File: config.mk
export PLATFORM = sky130hd
export DESIGN_NAME = r22_butterfly_pair
export DESIGN_NICKNAME = d
export VERILOG_FILES = /design/src/rtl/r22_pair_pkg.sv /design/src/rtl/r22_fb_unit.sv /design/src/rtl/r22_pair_ctrl.sv /design/src/rtl/r22_pair_datapath.sv /design/src/rtl/r22_butterfly_pair.sv
export SDC_FILE = /design/constraint.sdc
export NUM_CORES = 1
export LEC_CHECK = 0
export ABC_AREA = 1
export CORE_MARGIN = 8
export CORE_UTILIZATION = 30
export DETAILED_ROUTE_END_ITERATION = 6
export MAX_ROUTING_LAYER = met4
export SKIP_CTS_REPAIR_TIMING = 1
export SYNTH_ARGS = -nofsm -noshare
export SYNTH_HDL_FRONTEND = slang
export SYNTH_HIERARCHICAL = 1
export SYNTH_SLANG_ARGS = --single-unit
File: constraint.sdc
create_clock -name clk -period 3.6 [get_ports clk]
set_clock_uncertainty 0.2 [all_clocks]
set_input_delay 0.36 -clock clk [delete_from_list [all_inputs] [get_ports clk]]
set_output_delay 0.36 -clock clk [all_outputs]
set_load 0.01 [all_outputs]
File: src/rtl/r22_pair_pkg.sv
package r22_pair_pkg;

  // Strobes from the control to the datapath, one set per cycle.
  typedef struct packed {
    logic step;   // accepted sample: every register advances
    logic sel1;   // first butterfly computes (1) or loads (0)
    logic sel2;   // second butterfly computes (1) or loads (0)
    logic rot;    // rotate the second butterfly's input by -j
  } r22_strobe_t;

endpackage

File: src/rtl/r22_fb_unit.sv
// One radix-2 butterfly with its feedback delay line.
module r22_fb_unit #(
  parameter int IN_W  = 8,
  parameter int OUT_W = 9,
  parameter bit SCALE = 1'b0,
  parameter int DEPTH = 8
) (
  input  logic                    clk,
  input  logic                    rst,
  input  logic                    step,
  input  logic                    sel,
  input  logic signed [IN_W-1:0]  inRe,
  input  logic signed [IN_W-1:0]  inIm,
  output logic signed [OUT_W-1:0] outRe,
  output logic signed [OUT_W-1:0] outIm
);

  localparam int SUM_W = OUT_W + 1;

  logic signed [OUT_W-1:0] lineRe [DEPTH];
  logic signed [OUT_W-1:0] lineIm [DEPTH];
  logic signed [OUT_W-1:0] tailRe, tailIm;
  logic signed [OUT_W-1:0] pushRe, pushIm;
  logic signed [SUM_W-1:0] sumRe, sumIm, difRe, difIm;
  logic signed [OUT_W-1:0] sumReQ, sumImQ, difReQ, difImQ;

  assign tailRe = lineRe[DEPTH-1];
  assign tailIm = lineIm[DEPTH-1];

  // Full-width sum and difference of the parked sample and the new one.
  assign sumRe = SUM_W'(tailRe) + SUM_W'(inRe);
  assign sumIm = SUM_W'(tailIm) + SUM_W'(inIm);
  assign difRe = SUM_W'(tailRe) - SUM_W'(inRe);
  assign difIm = SUM_W'(tailIm) - SUM_W'(inIm);

  // Word growth policy: keep the low bits, or drop the LSB (floor halving).
  generate
    if (SCALE) begin : g_half
      assign sumReQ = sumRe[SUM_W-1:1];
      assign sumImQ = sumIm[SUM_W-1:1];
      assign difReQ = difRe[SUM_W-1:1];
      assign difImQ = difIm[SUM_W-1:1];
    end else begin : g_grow
      assign sumReQ = sumRe[OUT_W-1:0];
      assign sumImQ = sumIm[OUT_W-1:0];
      assign difReQ = difRe[OUT_W-1:0];
      assign difImQ = difIm[OUT_W-1:0];
    end
  endgenerate

  // Load phase: park the input, release stored differences.
  // Compute phase: emit the sum, feed the difference back.
  always_comb begin
    if (sel) begin
      pushRe = difReQ;
      pushIm = difImQ;
      outRe  = sumReQ;
      outIm  = sumImQ;
    end else begin
      pushRe = OUT_W'(inRe);
      pushIm = OUT_W'(inIm);
      outRe  = tailRe;
      outIm  = tailIm;
    end
  end

  always_ff @(posedge clk) begin
    if (rst) begin
      for (int k = 0; k < DEPTH; k++) begin
        lineRe[k] <= '0;
        lineIm[k] <= '0;
      end
    end else if (step) begin
      lineRe[0] <= pushRe;
      lineIm[0] <= pushIm;
      for (int k = 1; k < DEPTH; k++) begin
        lineRe[k] <= lineRe[k-1];
        lineIm[k] <= lineIm[k-1];
      end
    end
  end

endmodule

File: src/rtl/r22_pair_ctrl.sv
// Frame counter and strobe generation.
module r22_pair_ctrl
  import r22_pair_pkg::*;
#(
  parameter int LOG2N = 4
) (
  input  logic        clk,
  input  logic        rst,
  input  logic        inValid,
  output r22_strobe_t strobe,
  output logic        outValid
);

  localparam int N    = 1 << LOG2N;
  localparam int HALF = N / 2;
  localparam int FILL = 3 * N / 4 + 1;
  localparam int CW   = LOG2N + 1;

  logic [LOG2N-1:0] frameCnt;  // position of the sample now at the input
  logic [LOG2N-1:0] midPos;    // frame position of the word between butterflies
  logic [CW-1:0]    fillCnt;   // accepted samples, saturating at FILL

  always_ff @(posedge clk) begin
    if (rst) begin
      frameCnt <= '0;
      midPos   <= '0;
      fillCnt  <= '0;
      outValid <= 1'b0;
    end else begin
      outValid <= inValid && (fillCnt == CW'(FILL));
      if (inValid) begin
        frameCnt <= frameCnt + LOG2N'(1);
        // The first butterfly's output trails its input by half a frame.
        midPos   <= frameCnt ^ LOG2N'(HALF);
        if (fillCnt != CW'(FILL)) fillCnt <= fillCnt + CW'(1);
      end
    end
  end

  always_comb begin
    strobe.step = inValid;
    strobe.sel1 = frameCnt[LOG2N-1];
    strobe.sel2 = midPos[LOG2N-2];
    strobe.rot  = midPos[LOG2N-1] & midPos[LOG2N-2];
  end

endmodule

File: src/rtl/r22_pair_datapath.sv
// Two feedback butterflies with the -j swap between them.
module r22_pair_datapath
  import r22_pair_pkg::*;
#(
  parameter int LOG2N = 4,
  parameter int DW    = 8,
  parameter bit SCALE = 1'b0,
  localparam int W1   = SCALE ? DW : DW + 1,
  localparam int W2   = SCALE ? DW : DW + 2
) (
  input  logic                 clk,
  input  logic                 rst,
  input  r22_strobe_t          strobe,
  input  logic signed [DW-1:0] inRe,
  input  logic signed [DW-1:0] inIm,
  output logic signed [W2-1:0] outRe,
  output logic signed [W2-1:0] outIm
);

  localparam int N = 1 << LOG2N;

  logic signed [W1-1:0] s1Re, s1Im;
  logic signed [W1-1:0] midRe, midIm;
  logic signed [W1-1:0] rotRe, rotIm;
  logic signed [W2-1:0] s2Re, s2Im;

  r22_fb_unit #(
    .IN_W(DW), .OUT_W(W1), .SCALE(SCALE), .DEPTH(N / 2)
  ) u_bfFirst (
    .clk(clk), .rst(rst), .step(strobe.step), .sel(strobe.sel1),
    .inRe(inRe), .inIm(inIm), .outRe(s1Re), .outIm(s1Im)
  );

  always_ff @(posedge clk) begin
    if (rst) begin
      midRe <= '0;
      midIm <= '0;
    end else if (strobe.step) begin
      midRe <= s1Re;
      midIm <= s1Im;
    end
  end

  // Multiply by -j: (a + jb)(-j) = b - ja.
  always_comb begin
    if (strobe.rot) begin
      rotRe = midIm;
      rotIm = -midRe;
    end else begin
      rotRe = midRe;
      rotIm = midIm;
    end
  end

  r22_fb_unit #(
    .IN_W(W1), .OUT_W(W2), .SCALE(SCALE), .DEPTH(N / 4)
  ) u_bfSecond (
    .clk(clk), .rst(rst), .step(strobe.step), .sel(strobe.sel2),
    .inRe(rotRe), .inIm(rotIm), .outRe(s2Re), .outIm(s2Im)
  );

  always_ff @(posedge clk) begin
    if (rst) begin
      outRe <= '0;
      outIm <= '0;
    end else if (strobe.step) begin
      outRe <= s2Re;
      outIm <= s2Im;
    end
  end

endmodule

File: src/rtl/r22_butterfly_pair.sv
module r22_butterfly_pair
  import r22_pair_pkg::*;
#(
  parameter int LOG2N = 4,
  parameter int DW    = 8,
  parameter bit SCALE = 1'b0,
  localparam int OW   = SCALE ? DW : DW + 2
) (
  input  logic                 clk,
  input  logic                 rst,
  input  logic                 inValid,
  input  logic signed [DW-1:0] inRe,
  input  logic signed [DW-1:0] inIm,
  output logic                 outValid,
  output logic signed [OW-1:0] outRe,
  output logic signed [OW-1:0] outIm
);

  r22_strobe_t strobe;

  r22_pair_ctrl #(.LOG2N(LOG2N)) u_ctrl (
    .clk(clk), .rst(rst), .inValid(inValid),
    .strobe(strobe), .outValid(outValid)
  );

  r22_pair_datapath #(.LOG2N(LOG2N), .DW(DW), .SCALE(SCALE)) u_datapath (
    .clk(clk), .rst(rst), .strobe(strobe),
    .inRe(inRe), .inIm(inIm), .outRe(outRe), .outIm(outIm)
  );

endmodule

## Word-level counts from Yosys, hierarchy flattened

Memory sizes are Yosys's and may differ from the RTL's.
Index checks and enable logic that the tools add are counted.
Widths: inputs -> output; s select.

- Flip-flop bits (word level): 52
- Latch bits: 0
- RAM bits: 224
- ROM bits: 0
- Logic and storage cells: 92
- Memories kept: 4

Memories:

| name | depth | bits a word | read ports | clocked after Yosys merged registers in | wr ports | RTL line | text |
|---|---|---|---|---|---|---|---|
| u_datapath.u_bfFirst.lineIm | 8 | 9 | 8 | 0 | 8 | r22_fb_unit.sv:21 | `logic signed [OUT_W-1:0] lineIm [DEPTH];` |
| u_datapath.u_bfFirst.lineRe | 8 | 9 | 8 | 0 | 8 | r22_fb_unit.sv:20 | `logic signed [OUT_W-1:0] lineRe [DEPTH];` |
| u_datapath.u_bfSecond.lineIm | 4 | 10 | 4 | 0 | 4 | r22_fb_unit.sv:21 |  |
| u_datapath.u_bfSecond.lineRe | 4 | 10 | 4 | 0 | 4 | r22_fb_unit.sv:20 |  |

- Add/sub/neg operators: 11
- Multiply operators: 0
- Div/mod/pow operators: 0
- Magnitude comparators: 0
- Equal/unequal tests: 2
- Shifts and indexed selects: 0
- Multiplexer cells: 39
- Bitwise operators: 26
- Reduce and logical (&&, ||, !) cells: 2

Operator list:

| cell | number |
|---|---|
| $mux 9 | 22 |
| $mux 10 | 12 |
| $or 1x1->1 | 24 |
| $add 10x9->10 | 2 |
| $sub 10x9->10 | 2 |
| $add 9x8->9 | 2 |
| $sub 9x8->9 | 2 |
| $neg 9->9 | 1 |
| $add 5x1->5 const B | 1 |
| $eq 5x4->1 const B | 1 |
| $mux 1 | 5 |
| $ne 5x4->1 const B | 1 |
| $add 4x1->4 const B | 1 |
| $reduce_and 2->1 | 1 |
| $and 1x1->1 | 1 |
| $logic_and 1x1->1 | 1 |
| $not 1->1 | 1 |

## Logic depth before layout (Yosys ltp)

Gate-level depths: netlist (run 1).

- Word-level depth: 5
- Gate-level depth with buffers: 20
- Gate-level depth less buffers: 19

## Hierarchy

Netlist (run 1), hierarchy kept.

Modules (own cells, without submodules):

| module | instances | cells an instance | area each (sq um) | sequential area each (sq um) |
|---|---|---|---|---|
| r22_fb_unit (u_datapath.u_bfFirst) | 1 | 803 | 7,398.3 | 4,324.1 |
| r22_fb_unit (u_datapath.u_bfSecond) | 1 | 640 | 5,217.5 | 2,402.3 |
| r22_pair_datapath | 1 | 243 | 1,732.9 | 760.7 |
| r22_pair_ctrl | 1 | 79 | 586.8 | 240.2 |

## Worst setup path after synthesis (run 1)

No wires, ideal clock.

- Kind: input -> register
- From: input port rst
- To: memory u_datapath.u_bfFirst.lineIm[0][0], enable pin
- Data arrival time: 2,434 ps
- Slack: 523 ps
- Stages on the path: 2
- Path buffers: 1
- Path through: clkbuf_1 or2_2

RTL lines:

| item | RTL line | text |
|---|---|---|
| start, declared | r22_butterfly_pair.sv:10 | `input logic rst,` |
| end, declared | r22_fb_unit.sv:21 |  |

==> results of run 1 <==
[sequential cells by signal, indices dropped and copies added (netlist names)]
signal,count
u_ctrl/fillCnt,5
u_ctrl/frameCnt,4
u_ctrl/midPos,2
u_ctrl/outValid,1
u_datapath/midIm,9
u_datapath/midRe,9
u_datapath/outIm,10
u_datapath/outRe,10
u_datapath/u_bfFirst/lineIm,72
u_datapath/u_bfFirst/lineRe,72
u_datapath/u_bfSecond/lineIm,40
u_datapath/u_bfSecond/lineRe,40
[worst max-delay path, delay by kind of cell, from the launching register on]
kind / cells / cell delay (ns)
AOI/OAI and AO/OA: 4 / 0.84
adders and majority gates: 1 / 0.49
buffers and inverters: 4 / 0.55
DFF: 1 / 0.32
and+or+nand+nor: 5 / 0.36
[stage by stage]
| step | worst slack (ns) | hold slack [ns] |
|---|---|---|
| global route | 0.328 | 0.0288 |
| CTS | 0.634 | -0.00453 |
| detailed placement | 0.556 | 0.257 |
| global placement | 0.559 | 0.255 |
| finish | 0.588 | 0.0183 |
| floorplan | 0.523 | 0.237 |
[cell type report]
type                            instances  area, µm²  area share [%]
Sequential cell                       274       7730            45.3
Multi-Input combinational cell       1045       5410            31.7
Inverter                              372       1400            8.18
Clock buffer                           37        872            5.11
Tap cell                              664        831            4.87
Timing Repair Buffer                   58        551            3.22
Clock inverter                         23        288            1.69
[worst max-delay path by stage]
stage / start / endpoint / slack, ns / depth (start not counted)
floorplan: rst / u_datapath/u_bfFirst/lineIm[0][0] / 0.52 / 2
global placement: inRe[0] / u_datapath/midRe[4] / 0.56 / 10
detailed placement: inRe[0] / u_datapath/midRe[4] / 0.56 / 10
CTS: u_ctrl/midPos[3] / u_datapath/u_bfSecond/lineIm[0][9] / 0.63 / 16
global route: u_ctrl/midPos[3] / u_datapath/u_bfSecond/lineRe[0][9] / 0.33 / 14
finish: u_ctrl/midPos[3] / u_datapath/u_bfSecond/lineIm[0][6] / 0.59 / 14
[synthesized netlist by cell type, types with 2 or more instances]
master	n
sky130_fd_sc_hd__inv_1	364
sky130_fd_sc_hd__nand2_1	351
sky130_fd_sc_hd__nor2_1	264
sky130_fd_sc_hd__edfxtp_1	224
sky130_fd_sc_hd__a21oi_1	95
sky130_fd_sc_hd__nand3_1	85
sky130_fd_sc_hd__ha_1	72
sky130_fd_sc_hd__o21ai_0	59
sky130_fd_sc_hd__dfxtp_1	50
sky130_fd_sc_hd__buf_2	27
sky130_fd_sc_hd__clkbuf_1	23
sky130_fd_sc_hd__xor2_1	19
sky130_fd_sc_hd__buf_4	13
sky130_fd_sc_hd__o21ai_1	12
sky130_fd_sc_hd__nand4_1	11
sky130_fd_sc_hd__a211oi_2	9
sky130_fd_sc_hd__or2_2	9
sky130_fd_sc_hd__a31oi_1	8
sky130_fd_sc_hd__fa_1	8
sky130_fd_sc_hd__inv_2	8
sky130_fd_sc_hd__o21bai_1	8
sky130_fd_sc_hd__nand2_2	6
sky130_fd_sc_hd__buf_6	5
sky130_fd_sc_hd__nor3_1	5
sky130_fd_sc_hd__a21oi_2	4
sky130_fd_sc_hd__clkbuf_2	3
sky130_fd_sc_hd__o21ai_2	3
sky130_fd_sc_hd__a211oi_1	2
sky130_fd_sc_hd__a21o_1	2
sky130_fd_sc_hd__buf_1	2
sky130_fd_sc_hd__nor2_2	2
sky130_fd_sc_hd__o211ai_1	2
sky130_fd_sc_hd__xnor2_1	2
[power breakdown]
| group | switching [µW] | internal [µW] | leakage (µW) |
|---|---|---|---|
| registers | 89.6 | 3640 | 0.00289 |
| logic | 690 | 351 | 0.00412 |
| clock network | 1390 | 2140 | 0.000567 |
| total | 2170 | 6120 | 0.00758 |
[cell families after synthesis]
| kind of cell | Yosys count |
|---|---|
| flip-flops | 274 |
| AND/OR/NAND/NOR | 739 |
| buffers and inverters | 446 |
| adder cells (fa/ha/maj) | 80 |
| AO/OA/AOI/OAI | 205 |
| XOR/XNOR | 21 |
[layer usage]
layer | part of all wire [%] | vias to the layer above | track usage [%]
met3 | 4.5 | 51 | 2.16
met5 | 0 | - | -
met4 | 2.3 | 0 | 3.77
met2 | 46 | 172 | 18.8
met1 | 47 | 5100 | 14.5
li1 | - | 5539 | -
==> impl_summary.txt, run 1 <==
----------------------------------------------------
[Power and ir drop]
  Total Power ... 8290 µW
  Maximum VDD drop ... 0.000278 V
  P_leak ... 0.00758 µW
  Pwr dens ... 486 nW/µm²

[Synth]
  Yosys warning count ... 6
  Multiplexer share of the synthesized area ... 0%
  Post-synthesis share of cell area spent on and, or, nand and nor gates ... 20.0%
  Distinct cell type count after synthesis ... 41
  Asr flop ratio synth ... 0%
  Combinational family with the most area after synthesis ... simple AND/OR/NAND/NOR gates
  Dominant synthesized flop cell ... sky130_fd_sc_hd__edfxtp_1
  Ranking of synthesized cells by area ... sky130_fd_sc_hd__edfxtp_1 (45%), sky130_fd_sc_hd__inv_1 (9.1%), sky130_fd_sc_hd__nand2_1 (8.8%)
  XOR/XNOR Fraction of Synth Area ... 1.23%
  Sequential-to-total area share from yosys stat ... 51.7%
  Seq cells post-synth ... 274
  Post-synthesis instance area ... 14900 µm²
  Arithmetic-cell share of the synthesized area counting full adders, half adders and majority gates ... 7.10%
  Mean post-synth cell area ... 8.46 µm²
  Synth area leader ... sky130_fd_sc_hd__edfxtp_1
  Post-synthesis compound-gate area fraction ... 7.84%
  Count of mapped cells out of synthesis ... 1765
  Top cell type's share of synthesized area ... 45.0%
  Number of synthesized flops with an enable pin ... 224
  Net count of the mapped netlist ... 1864

[Layout]
  Area growth from synthesis to final layout ... 14.3%
  Most common cell after layout, fill and taps aside ... sky130_fd_sc_hd__inv_1
  Non-filler cells in the finished layout ... 2473
  Post-layout utilization of the core ... 34.8%
  Share of post-route cells with drive strength above 1 ... 6.69%
  Antenna diode count ... 0
  # fillers ... 5120
  Cell area after layout ... 17100 µm²
  Commonest cells after routing, fill and taps aside ... sky130_fd_sc_hd__inv_1 (364), sky130_fd_sc_hd__nand2_1 (350), sky130_fd_sc_hd__nor2_1 (264), sky130_fd_sc_hd__edfxtp_1 (224), sky130_fd_sc_hd__a21oi_1 (95)
  # nets final ... 1884

[STA]
  Least-Margin Pin Slew ... 0.954 ns
  Post-route clock period utilization ... 83.7%
  Total negative slack for setup checks ... 0 ns
  Unrepaired setup endpoints after global routing ... false
  Final setup violating endpoints ... 0
  Number of slew-limit violations in the final report ... 0
  Worst slew margin ... 36.3%
  Final-report hold violation count ... 0
  Top achievable clock speed ... 332 MHz
  Final min period ... 3.01 ns

[Drt]
  Per-cell via count in the routed design ... 4.39
  Vias ... 10900
  DRT Pass-1 Iters ... 5
  Final wirelength ... 32.3 mm
  Initial detailed-routing violation count ... 689
  Detail Route Antenna Nets ... 0
  DRC viols ... 0
  Routed wire length per instance ... 13.1 µm

[Clocking]
  H-tree depth ... 2
  CTS clock-pin slew for the worst setup and hold paths ... 0.06 ns
  Clock sink total ... 274
  Clock insertion delay at the later pin of the skew report ... 0.55 ns
  Clock tree from TritonCTS ... built
  CTS Buf Count ... 34
  Maximum root-to-sink buffer count ... 3
  Root Buffer Master ... sky130_fd_sc_hd__clkbuf_16

[Critical path]
  Critical-path maximum fanout ... 14
  Depth of the worst register-to-register path ... 14
  Crit Reg-Reg Startpoint ... u_ctrl/midPos[3]
  Cell-by-cell listing of the critical path ... nand2_1 -> inv_1 -> inv_2 -> a21oi_1 -> a21oi_1 -> inv_1 -> ha_1 -> nand2_1 -> o21ai_2 -> nand2_1 -> nand2_1 -> nor2_1 -> o21ai_0 -> inv_1
  CP Data Arrival Time ... 3.11 ns
  Endpoint of the most critical register-to-register path ... u_datapath/u_bfSecond/lineIm[0][6]
  Worst Path Required ... 3.70 ns
  Setup slack of the worst register-to-register path ... 0.59 ns
  Crit end category ... flip-flop
  Class of the most critical setup path ... flip-flop to flip-flop
  Cell with the largest stage delay on the worst path ... sky130_fd_sc_hd__ha_1
  Most repeated library cell on the critical path ... sky130_fd_sc_hd__nand2_1
  Critical Path Start Type ... flip-flop
  Max stage delay on crit path ... 0.49 ns

[Die]
  Effective utilization at floorplan ... 30.4%
  Die span in x ... 239 µm
  Std-Cell Core Area ... 49100 µm²
  Number of primary I/O pins ... 40
  DIE AREA ... 57200 µm²
  Site row count ... 81
  DIE HEIGHT ... 239 µm

[Global route]
  Wire length of the first global-routing pass ... 53.2 mm
  Maximum number of pins on one net before global-route repair ... 145
  All-Layer GR Usage ... 11.6%
  Number of antenna violations at the first check in global routing ... 0
  GRT Residual Overflow ... 0
  Via count of the first global-routing pass ... 10600

[Placement]
  I/O Buffers ... 39
  Total cell area at the placement stage ... 15900 µm²
  Gp weighted congestion ... 0.883
  Number of placed instances with taps included ... 2413
  HPWL reported at the end of detailed placement ... 22.0 mm

[Min path]
  Hold worst-path end ... u_ctrl/frameCnt[0]
  Min-Delay Path Class ... input pin to flip-flop
  Hold Path Stages ... 2
  Startpoint of the most critical hold path ... inValid

[Job]
  Max-cap violation count ... 0

[Status]
  Result of the run ... finished clean

----------------------------------------------------
Power figures use the tool's default switching activity.
==> inputs of run 2 (changes only) <==
Clock period 3.6 ns to 3 ns, I/O delays scaled along.
==> run 2 against run 1 <==
- flip-flop and latch count stayed put
- routed wire length rose by 2.6%
- core utilization up 0.44 points
- power increased by 14%
- first-iteration DRC count up 12%
- non-clock buffer count increased by 34
==> impl_summary.txt, run 2 (synthesized netlist as in run 1, its figures left out) <==
----------------------------------------------------
[Status]
  Result of the run ... finished clean

[Drt]
  Initial detailed-routing violation count ... 771
  DRC viols ... 0
  Vias ... 10900
  Per-cell via count in the routed design ... 4.37
  Routed wire length per instance ... 13.2 µm
  DRT Pass-1 Iters ... 5
  Final wirelength ... 33.2 mm
  Detail Route Antenna Nets ... 0

[Layout]
  Sequential cell area ... 7730 µm²
  Area taken by multi-input logic gates ... 5490 µm²
  Non-filler cells in the finished layout ... 2505
  Cell area after layout ... 17300 µm²
  Antenna diode count ... 0
  Share of post-route cells with drive strength above 1 ... 8.69%
  Post-layout utilization of the core ... 35.2%
  Area growth from synthesis to final layout ... 15.8%
  Commonest cells after routing, fill and taps aside ... sky130_fd_sc_hd__inv_1 (362), sky130_fd_sc_hd__nand2_1 (350), sky130_fd_sc_hd__nor2_1 (261), sky130_fd_sc_hd__edfxtp_1 (224), sky130_fd_sc_hd__a21oi_1 (93)
  # fillers ... 5130
  Most common cell after layout, fill and taps aside ... sky130_fd_sc_hd__inv_1
  # nets final ... 1915
  Regs by FF count ... u_datapath/u_bfFirst/lineIm x72, u_datapath/u_bfFirst/lineRe x72

[Global route]
  Maximum number of pins on one net before global-route repair ... 81
  Wire length of the first global-routing pass ... 55.4 mm
  All-Layer GR Usage ... 12.0%
  GRT Residual Overflow ... 0
  Number of antenna violations at the first check in global routing ... 0
  Via count of the first global-routing pass ... 11000

[Clocking]
  CTS Buf Count ... 31
  Clock sink total ... 274
  H-tree depth ... 1
  Clock tree from TritonCTS ... built
  CTS clock-pin slew for the worst setup and hold paths ... 0.06 ns
  Maximum root-to-sink buffer count ... 3
  Clock insertion delay at the later pin of the skew report ... 0.58 ns
  Root Buffer Master ... sky130_fd_sc_hd__clkbuf_16

[STA]
  Worst slew margin ... 47.4%
  Least-Margin Pin Slew ... 0.789 ns
  Final min period ... 2.78 ns
  Post-route clock period utilization ... 92.5%
  Unrepaired setup endpoints after global routing ... true
  Final setup violating endpoints ... 0
  Slack of the critical path ... 0.224 ns
  Number of slew-limit violations in the final report ... 0
  Top achievable clock speed ... 360 MHz
  Final-report hold violation count ... 0

[Placement]
  I/O Buffers ... 39
  Gp weighted congestion ... 0.863
  Placement-stage worst setup slack ... -0.113 ns
  Total cell area at the placement stage ... 16200 µm²
  HPWL reported at the end of detailed placement ... 23.1 mm
  Number of placed instances with taps included ... 2444

[Critical path]
  Worst Path Required ... 3.13 ns
  Setup slack of the worst register-to-register path ... 0.22 ns
  Max stage delay on crit path ... 0.44 ns
  Class of the most critical setup path ... flip-flop to flip-flop
  Crit Reg-Reg Startpoint ... u_ctrl/midPos[2]
  Endpoint of the most critical register-to-register path ... u_datapath/u_bfSecond/lineIm[0][4]
  Worst setup path endpoint ... u_datapath/u_bfSecond/lineIm[0][4]
  Cell-by-cell listing of the critical path ... nand2_1 -> inv_2 -> inv_2 -> nand2_1 -> o21ai_0 -> buf_4 -> ha_1 -> fa_1 -> o21ai_2 -> buf_4 -> xor2_1 -> o21ai_0 -> inv_1
  Cell with the largest stage delay on the worst path ... sky130_fd_sc_hd__fa_1
  Critical Path Start Type ... flip-flop
  Depth of the worst register-to-register path ... 13
  CP Data Arrival Time ... 2.90 ns
  Critical-path maximum fanout ... 9
  Start point of the critical path ... u_ctrl/midPos[2]
  Crit end category ... flip-flop

[Die]
  Number of primary I/O pins ... 40
  Site row count ... 81
  Die span in x ... 239 µm
  Effective utilization at floorplan ... 30.4%
  DIE AREA ... 57200 µm²
  Std-Cell Core Area ... 49100 µm²
  DIE HEIGHT ... 239 µm

[Power and ir drop]
  Pwr dens ... 547 nW/µm²
  Total Power ... 9460 µW
  P_leak ... 0.00766 µW
  Maximum VDD drop ... 0.000463 V

[Job]
  Max-cap violation count ... 0

[Min path]
  Min-Delay Path Class ... flip-flop to flip-flop

----------------------------------------------------
## run 2: worst min path at each step
| stage | start | endpoint | slack, ns | cells after the start |
|---|---|---|---|---|
| 4_1_cts | inValid | u_datapath/midIm[2] | -0.13 | 3 |
| 3_3_place_gp | u_datapath/outRe[1] | u_datapath/outRe[1] | 0.25 | 2 |
| 2_1_floorplan | rst | u_ctrl/outValid | 0.18 | 1 |
| 5_1_grt | u_datapath/outRe[7] | u_datapath/outRe[7] | 0.29 | 2 |
| 3_5_place_dp | u_datapath/outRe[6] | u_datapath/outRe[6] | 0.25 | 2 |
| 6_report | u_datapath/outRe[6] | u_datapath/outRe[6] | 0.26 | 2 |
## run 2: where the power goes
| group | leakage, µW | total (µW) | internal (µW) | switching [µW] |
|---|---|---|---|---|
| Combinational | 0.00430 | 1340 | 485 | 852 |
| Sequential | 0.00289 | 4470 | 4360 | 107 |
| Clock | 0.000470 | 3660 | 2140 | 1520 |
## run 2: final cells by class
cell class | instances | area share [%]
clock buffer | 46 | 4.93
timing repair buffer | 92 | 5.00
inverter | 372 | 8.08
tap | 664 | 4.80
sequential | 274 | 44.7
clock inverter | 12 | 0.724
multi-input combinational | 1045 | 31.8
## run 2: metal layers
metal	vias to the layer above	routed length, µm	GRT usage [%]
li1	5604	-	-
met1	5136	15800	15.6
met2	161	15300	19.4
met3	45	1280	1.84
met4	0	776	3.11
met5	-	0	-
## run 2: critical path, delay by kind of cell, from the launching register on
kind	cells	cell delay, ns
AO/OA/AOI/OAI	3	0.55
XOR/XNOR	1	0.05
adder cells (fa/ha/maj)	2	0.65
buffers and inverters	5	0.62
flip-flops	1	0.34
AND/OR/NAND/NOR	2	0.12
## run 2: stage by stage
stage	hold WS (ns)	TNS, ns
2_1_floorplan	0.177	0
3_3_place_gp	0.253	-0.142
3_5_place_dp	0.253	-0.113
4_1_cts	-0.134	-0.122
5_1_grt	0.290	-0.0180
6_report	0.259	0
